[src/rtl/cfgwin_pkg.sv]
package cfgwin_pkg;
    localparam int IDX_W     = 7;
    localparam int IDX_DATA  = 'h10;
    localparam int IDX_DIR   = 'h18;
    localparam int IDX_FUNC  = 'h20;
    localparam int IDX_MISC  = 'h60;
    localparam int IDX_STRAP = 'h70;

    typedef enum logic {
        ST_IDLE = 1'b0,
        ST_RESP = 1'b1
    } host_state_t;
endpackage

[src/rtl/cfgwin_sync.sv]
module cfgwin_sync #(
    parameter int WIDTH = 16
) (
    input  logic             clk,
    input  logic             rst_n,
    input  logic [WIDTH-1:0] d_in,
    output logic [WIDTH-1:0] d_out
);
    logic [WIDTH-1:0] stage1_q;
    logic [WIDTH-1:0] stage2_q;

    always_ff @(posedge clk or negedge rst_n) begin
        if (!rst_n) begin
            stage1_q <= '0;
            stage2_q <= '0;
        end else begin
            stage1_q <= d_in;
            stage2_q <= stage1_q;
        end
    end

    assign d_out = stage2_q;
endmodule

[src/rtl/cfgwin_host_fsm.sv]
module cfgwin_host_fsm
    import cfgwin_pkg::*;
(
    input  logic             clk,
    input  logic             rst_n,
    input  logic             wr_en,
    input  logic             rd_en,
    input  logic [15:0]      wdata,
    input  logic [7:0]       rd_byte,
    output logic [IDX_W-1:0] rd_idx,
    output logic             wr_stb,
    output logic [IDX_W-1:0] wr_idx,
    output logic [7:0]       wr_byte,
    output logic [15:0]      rdata,
    output logic             rvalid
);
    host_state_t      state_q, state_d;
    logic [IDX_W-1:0] ptr_q;
    logic [15:0]      resp_q;
    logic             rd_go;

    assign rd_go = rd_en & ~wr_en;

    // state register
    always_ff @(posedge clk or negedge rst_n) begin
        if (!rst_n) state_q <= ST_IDLE;
        else        state_q <= state_d;
    end

    // transitions: HOLD_IDLE, GO_RESP, STAY_RESP, BACK_IDLE
    always_comb begin
        state_d = state_q;
        unique case (state_q)
            ST_IDLE: state_d = rd_go ? ST_RESP : ST_IDLE;
            ST_RESP: state_d = rd_go ? ST_RESP : ST_IDLE;
            default: state_d = ST_IDLE;
        endcase
    end

    // pointer and response capture
    always_ff @(posedge clk or negedge rst_n) begin
        if (!rst_n) begin
            ptr_q  <= '0;
            resp_q <= '0;
        end else begin
            if (wr_en) ptr_q <= wdata[14:8];
            if (rd_go) resp_q <= {1'b0, ptr_q, rd_byte};
        end
    end

    // outputs
    always_comb begin
        rvalid  = (state_q == ST_RESP);
        rdata   = rvalid ? resp_q : 16'h0000;
        wr_stb  = wr_en & wdata[15];
        wr_idx  = wdata[14:8];
        wr_byte = wdata[7:0];
        rd_idx  = ptr_q;
    end

    AST_RD_RESP: assert property (@(posedge clk) disable iff (!rst_n)
        (rd_en && !wr_en) |=> rvalid);
    AST_NO_SPURIOUS_RESP: assert property (@(posedge clk) disable iff (!rst_n)
        !(rd_en && !wr_en) |=> !rvalid);
    AST_PTR_LOAD: assert property (@(posedge clk) disable iff (!rst_n)
        wr_en |=> (rd_idx == $past(wdata[14:8])));
endmodule

[src/rtl/cfgwin_regbank.sv]
module cfgwin_regbank
    import cfgwin_pkg::*;
#(
    parameter int NUM_PINS  = 16,
    parameter int NUM_STRAP = 2
) (
    input  logic                  clk,
    input  logic                  rst_n,
    input  logic                  wr_stb,
    input  logic [IDX_W-1:0]      wr_idx,
    input  logic [7:0]            wr_byte,
    input  logic [IDX_W-1:0]      rd_idx,
    output logic [7:0]            rd_byte,
    input  logic [NUM_PINS-1:0]   pin_sync,
    input  logic [NUM_STRAP*8-1:0] strap_bytes,
    output logic [NUM_PINS-1:0]   gpio_out,
    output logic [NUM_PINS-1:0]   gpio_oe,
    output logic [NUM_PINS*3-1:0] gpio_func,
    output logic [7:0]            misc_byte
);
    localparam int BIT_BYTES  = (NUM_PINS + 7) / 8;
    localparam int FUNC_BYTES = (NUM_PINS + 1) / 2;
    localparam int BIT_W      = BIT_BYTES * 8;

    logic [BIT_W-1:0]      data_q;
    logic [BIT_W-1:0]      dir_q;
    logic [NUM_PINS*3-1:0] func_q;
    logic [7:0]            misc_q;
    logic [BIT_W-1:0]      pin_pad;
    logic [BIT_W-1:0]      data_view;
    logic [7:0]            func_rd [FUNC_BYTES];
    logic                  in_func;

    always_ff @(posedge clk or negedge rst_n) begin
        if (!rst_n) begin
            data_q <= '0;
            dir_q  <= '1;
            func_q <= '0;
            misc_q <= '0;
        end else if (wr_stb) begin
            for (int b = 0; b < BIT_BYTES; b++) begin
                if (wr_idx == IDX_W'(IDX_DATA + b)) data_q[b*8 +: 8] <= wr_byte;
                if (wr_idx == IDX_W'(IDX_DIR + b))  dir_q[b*8 +: 8]  <= wr_byte;
            end
            for (int p = 0; p < NUM_PINS; p++) begin
                if (wr_idx == IDX_W'(IDX_FUNC + p / 2))
                    func_q[p*3 +: 3] <= (p % 2 == 1) ? wr_byte[6:4] : wr_byte[2:0];
            end
            if (wr_idx == IDX_W'(IDX_MISC)) misc_q <= wr_byte;
        end
    end

    always_comb begin
        pin_pad = '0;
        pin_pad[NUM_PINS-1:0] = pin_sync;
    end

    assign data_view = (dir_q & pin_pad) | (~dir_q & data_q);

    genvar k;
    generate
        for (k = 0; k < FUNC_BYTES; k++) begin : g_func_rd
            if (2 * k + 1 < NUM_PINS) begin : g_pair
                assign func_rd[k] = {1'b0, func_q[(2*k+1)*3 +: 3], 1'b0, func_q[(2*k)*3 +: 3]};
            end else begin : g_single
                assign func_rd[k] = {5'b00000, func_q[(2*k)*3 +: 3]};
            end
        end
    endgenerate

    always_comb begin
        rd_byte = 8'h00;
        for (int b = 0; b < BIT_BYTES; b++) begin
            if (rd_idx == IDX_W'(IDX_DATA + b)) rd_byte = data_view[b*8 +: 8];
            if (rd_idx == IDX_W'(IDX_DIR + b))  rd_byte = dir_q[b*8 +: 8];
        end
        for (int f = 0; f < FUNC_BYTES; f++) begin
            if (rd_idx == IDX_W'(IDX_FUNC + f)) rd_byte = func_rd[f];
        end
        if (rd_idx == IDX_W'(IDX_MISC)) rd_byte = misc_q;
        for (int s = 0; s < NUM_STRAP; s++) begin
            if (rd_idx == IDX_W'(IDX_STRAP + s)) rd_byte = strap_bytes[s*8 +: 8];
        end
    end

    assign gpio_out  = data_q[NUM_PINS-1:0];
    assign gpio_oe   = ~dir_q[NUM_PINS-1:0];
    assign gpio_func = func_q;
    assign misc_byte = misc_q;
    assign in_func   = (rd_idx >= IDX_W'(IDX_FUNC)) && (rd_idx < IDX_W'(IDX_FUNC + FUNC_BYTES));

    AST_HOLD_NO_STORE: assert property (@(posedge clk) disable iff (!rst_n)
        !wr_stb |=> ($stable(data_q) && $stable(dir_q) && $stable(func_q) && $stable(misc_q)));
    AST_FUNC_GAP_ZERO: assert property (@(posedge clk) disable iff (!rst_n)
        in_func |-> (rd_byte[3] == 1'b0 && rd_byte[7] == 1'b0));
endmodule

[src/rtl/cfgwin_gpio.sv]
module cfgwin_gpio
    import cfgwin_pkg::*;
#(
    parameter int NUM_PINS  = 16,
    parameter int NUM_STRAP = 2
) (
    input  logic                   clk,
    input  logic                   rst_n,
    input  logic                   host_wr,
    input  logic                   host_rd,
    input  logic [15:0]            host_wdata,
    output logic [15:0]            host_rdata,
    output logic                   host_rvalid,
    input  logic [NUM_PINS-1:0]    pin_in,
    input  logic [NUM_STRAP*8-1:0] strap_in,
    output logic [NUM_PINS-1:0]    gpio_out,
    output logic [NUM_PINS-1:0]    gpio_oe,
    output logic [NUM_PINS*3-1:0]  gpio_func,
    output logic                   ext_mgmt_sel,
    output logic [2:0]             serdes_port
);
    localparam int NOCPU_BIT  = 0;
    localparam int SERDES_BIT = 8;

    logic [NUM_PINS-1:0] pin_sync;
    logic [IDX_W-1:0]    rd_idx;
    logic [IDX_W-1:0]    wr_idx;
    logic [7:0]          rd_byte;
    logic [7:0]          wr_byte;
    logic [7:0]          misc_byte;
    logic                wr_stb;

    cfgwin_sync #(.WIDTH(NUM_PINS)) u_sync (
        .clk   (clk),
        .rst_n (rst_n),
        .d_in  (pin_in),
        .d_out (pin_sync)
    );

    cfgwin_host_fsm u_host (
        .clk     (clk),
        .rst_n   (rst_n),
        .wr_en   (host_wr),
        .rd_en   (host_rd),
        .wdata   (host_wdata),
        .rd_byte (rd_byte),
        .rd_idx  (rd_idx),
        .wr_stb  (wr_stb),
        .wr_idx  (wr_idx),
        .wr_byte (wr_byte),
        .rdata   (host_rdata),
        .rvalid  (host_rvalid)
    );

    cfgwin_regbank #(.NUM_PINS(NUM_PINS), .NUM_STRAP(NUM_STRAP)) u_bank (
        .clk         (clk),
        .rst_n       (rst_n),
        .wr_stb      (wr_stb),
        .wr_idx      (wr_idx),
        .wr_byte     (wr_byte),
        .rd_idx      (rd_idx),
        .rd_byte     (rd_byte),
        .pin_sync    (pin_sync),
        .strap_bytes (strap_in),
        .gpio_out    (gpio_out),
        .gpio_oe     (gpio_oe),
        .gpio_func   (gpio_func),
        .misc_byte   (misc_byte)
    );

    assign ext_mgmt_sel = strap_in[NOCPU_BIT] ? misc_byte[0] : ~misc_byte[0];
    assign serdes_port  = strap_in[SERDES_BIT] ? 3'd5 : 3'd4;

    AST_SERDES_RANGE: assert property (@(posedge clk) disable iff (!rst_n)
        (serdes_port == 3'd4) || (serdes_port == 3'd5));
    AST_RESP_TOP_BIT: assert property (@(posedge clk) disable iff (!rst_n)
        host_rvalid |-> (host_rdata[15] == 1'b0));
endmodule

[config.mk]
export PLATFORM = sky130hd
export DESIGN_NAME = cfgwin_gpio
export DESIGN_NICKNAME = d
export VERILOG_FILES = /design/src/rtl/cfgwin_pkg.sv /design/src/rtl/cfgwin_sync.sv /design/src/rtl/cfgwin_host_fsm.sv /design/src/rtl/cfgwin_regbank.sv /design/src/rtl/cfgwin_gpio.sv
export SDC_FILE = /design/constraint.sdc
export NUM_CORES = 1
export LEC_CHECK = 0
export BUFFER_PORTS_ARGS = -buffer_cell sky130_fd_sc_hd__buf_2
export CORE_MARGIN = 3
export CORE_UTILIZATION = 25
export DETAILED_ROUTE_END_ITERATION = 10
export GPL_TIMING_DRIVEN = 0
export PLACE_DENSITY = 0.49
export SLEW_MARGIN = 10
export SYNTH_ARGS = -nofsm -noshare
export SYNTH_HDL_FRONTEND = slang
export SYNTH_SLANG_ARGS = --single-unit
[constraint.sdc]
create_clock -name clk -period 1.6 [get_ports clk]
set_input_delay 0.16 -clock clk [delete_from_list [all_inputs] [get_ports clk]]
set_output_delay 0.16 -clock clk [all_outputs]
set_load 0.03 [all_outputs]
==> results.py <==
metrics = {
    "placed_design": {
        "dp_hpwl_um": 16400,
        "post-place-ws_ps": -846,
        "routabilityCongestion": 0.792,
        "placed_cell_area_sq_um": 7850,
        "place_inst": 1016,
        "io_buffers": 148,
    },
    "worst_setup_path": {
        "worstPathRequired_ps": 1950,
        "crit-reg2reg-launch": "u_host.rd_idx[6]",
        "cpMaxStageDelayCell": "dfrtp_1",
        "cp-start-kind": "flop",
        "startpoint": "u_host.rd_idx[6]",
        "end_kind": "flop",
        "endpoint": "u_host.resp_q[3]",
        "max_stage_delay_ps": 370,
        "crit_chain": "buf_6 > nor3b_4 > nor4b_4 > buf_4 > o211ai_1 > a31oi_1 > a2bb2oi_1",
        "crit_arrival_ps": 2220,
        "worst-r2r-cell-count": 7,
        "r2r_slack_ps": -270,
        "worstReg2RegEnd": "u_host.resp_q[3]",
        "path_class": "reg -> reg",
        "worstPathMaxFanout": 5,
    },
    "synth": {
        "synth_edf_count": 0,
        "syn_inst": 536,
        "synth_top_cell_by_area": "dfrtp_1",
        "synth_ff_type": "dfrtp_1",
        "synth_area_sq_um": 6610,
        "synth_area_per_cell_sq_um": 12.3,
        "yosys_warnings": 0,
        "async_reset_ff_frac": 1.00,
        "synth_top_area_share": 0.481,
        "synthTopCellsByArea": "dfrtp_1 (48%), mux2_2 (17%), dfstp_2 (6.4%)",
        "synth_cell_types": 57,
        "seq_area_frac_synth": 0.545,
        "synth_seq_cells": 143,
    },
    "finish": {
        "final_core_util": 0.366,
        "instances_no_fill": 1103,
        "layout_commonest_cell": "buf_2",
        "nFillCells": 2587,
        "layout-drive-gt1-share": 0.544,
        "stdcell_area_sq_um": 9340,
        "layout.nets": 811,
        "area_growth_syn_to_layout_pct": 41.5,
        "most-common-layout-cells": "buf_2 (152), dfrtp_1 (121), mux2_2 (99)",
    },
    "timing": {
        "fmax_ghz": 0.536,
        "relSlewSlack": 0.544,
        "period_minus_slack_ps": 1870,
        "holdWs_ps": 17.5,
        "rsz0062_at_grt": "yes",
        "finalSetupViolCount": 8,
        "setup_tns_ps": -2010,
        "fin_crit_sh": 1.17,
        "setup_ws_ps": -267,
        "drv_slew": 0,
        "finClkSkew_ps": 9.47,
        "tightestPinTransition_ps": 684,
        "hold_violations": 0,
    },
    "floorplan": {
        "die_y_um": 169,
        "die_x_um": 169,
        "ios": 153,
        "start_util": 0.259,
        "core_area_sq_um": 25500,
        "die_area_sq_um": 28400,
        "num_rows": 58,
    },
    "power_and_ir_drop": {
        "p_per_area_nw_per_um2": 1060,
        "ir_drop_mv": 0.562,
        "power.total_mw": 9.91,
        "p_leak_nw": 4.42,
    },
    "drt": {
        "wl_um": 22700,
        "wire_per_inst_um": 20.5,
        "routed_via_density": 4.66,
        "drt_first_pass_iters": 4,
        "drtIter0Drc": 255,
        "ant_nets": 0,
        "vias": 5140,
        "drc": 0,
    },
    "clocking": {
        "cts_tree": "done",
        "clock_latency_ps": 430,
        "h-tree-depth": 4,
        "clockBufferDepth": 2,
        "numCtsBuffers": 17,
        "cts-root-buf": "clkbuf_16",
        "clk_pin_slew_ps": 70,
        "clock-sinks": 143,
    },
    "run": {
        "max_cap_violations": 0,
    },
    "status": {
        "status": "finished, violations left",
        "violations": "setup timing",
    },
    "grt": {
        "grt_max_degree": 78,
        "grt_pass1_vias": 5374,
        "grt_pass1_wl_um": 34000,
        "antenna_found_initial": 1,
        "grt_usage": 0.160,
        "globalRouteOverflowTotal": 0,
    },
    "hold_path": {
        "min_path_type": "in -> reg",
    },
}
how the worst min path moves through the flow:
stage,slack [ps],startpoint,end,depth (start not counted)
5_1_grt,10,host_wdata[14],u_host.rd_idx[6],2
6_report,20,host_wdata[12],u_host.rd_idx[4],2
3_5_place_dp,190,rst_n,u_sync.stage1_q[2],1
3_3_place_gp,270,pin_in[4],u_sync.stage1_q[4],1
2_1_floorplan,-140,rst_n,u_bank.gpio_func[0],0
4_1_cts,0.05,host_wdata[12],u_host.rd_idx[4],2
timing repair:
action / 4_1_cts / 5_1_grt
pin swaps: 15 / 21
gates resized for setup: 65 / 23
buffers inserted: 26 / 8
hold buffers: 18 / 0
cloned: 1 / 2
endpoints found under the hold margin: 81 / 0
setup endpoints to repair: 33 / 62
power breakdown:
group | internal (mW) | switching, mW | total (mW)
clock | 2.63 | 1.67 | 4.30
sequential | 3.85 | 0.152 | 4.00
combinational | 0.655 | 0.950 | 1.61
total | 7.14 | 2.77 | 9.91
critical path, delay by kind of cell (launching register included):
family / cells / cell delay (ps)
flops: 1 / 370
compound gates: 3 / 470
simple gates: 2 / 650
buf+inv: 2 / 310
layer usage:
metal  up-vias  global-route usage  part of all wire
met5         -                   0                 0
met3        29              0.0488             0.075
met4         0              0.0541             0.020
met2       150               0.256              0.47
met1      2588               0.208              0.43
li1       2373                   -                 -
registers in the layout, indices dropped and copies added, names as in the netlist:
signal and flops:
u_sync.d_out 16, u_host.rd_idx 7, u_sync.stage1_q 16, u_bank.gpio_out 16, u_bank.gpio_func 48, u_bank.dir_q 16, u_host.resp_q 15, u_host.rvalid 1
u_bank.misc_byte 8
synthesized netlist by cell type, types with 2 or more instances:
cell type  instances
a2111oi_0          2
a211oi_1           6
a21oi_1           10
a22oi_1            2
a2bb2oi_1          3
a311oi_1           4
a32o_1             2
and2_1            19
and3_1             4
buf_2             11
buf_4             10
clkbuf_1          14
conb_1             2
dfrtp_1          127
dfstp_2           16
inv_1             18
mux2_2            99
mux2i_1           11
mux4_2             7
nand2_1           43
nand2b_1           9
nand3_1            9
nand4_1            3
nor2_1            19
nor2b_1           10
nor3_1             4
nor3b_1            4
nor3b_4            2
nor4b_4            2
o211ai_1           3
o21a_1             2
o21ai_0           20
o221ai_1           5
o22a_1             2
o22ai_1            8
o2bb2ai_1          2
o311ai_0           2
area by class of cell:
cell class,count,area (sq um),share of cell area
plain buffers,35,292,0.0312
diodes,1,2.50,0.000268
repair buffers,203,1280,0.137
clock buffers,17,425,0.0455
well taps,330,413,0.0442
inverters,18,67.6,0.00723
multi-input cells,341,3050,0.327
flip-flops and latches,143,3610,0.386
clock inverters,15,209,0.0224
kinds of logic (layout without fill, tap and decap cells):
group / count (synthesis) / in the layout / share of synthesized area
other: 2 / 4 / 0.00114
AO/OA/AOI/OAI: 79 / 79 / 0.0828
XOR/XNOR: 1 / 1 / 0.00133
AND/OR/NAND/NOR: 140 / 141 / 0.121
buffers and inverters: 54 / 288 / 0.0396
flip-flops: 143 / 143 / 0.545
multiplexers: 117 / 117 / 0.209
Note: power is estimated with default switching activity, not from simulation.
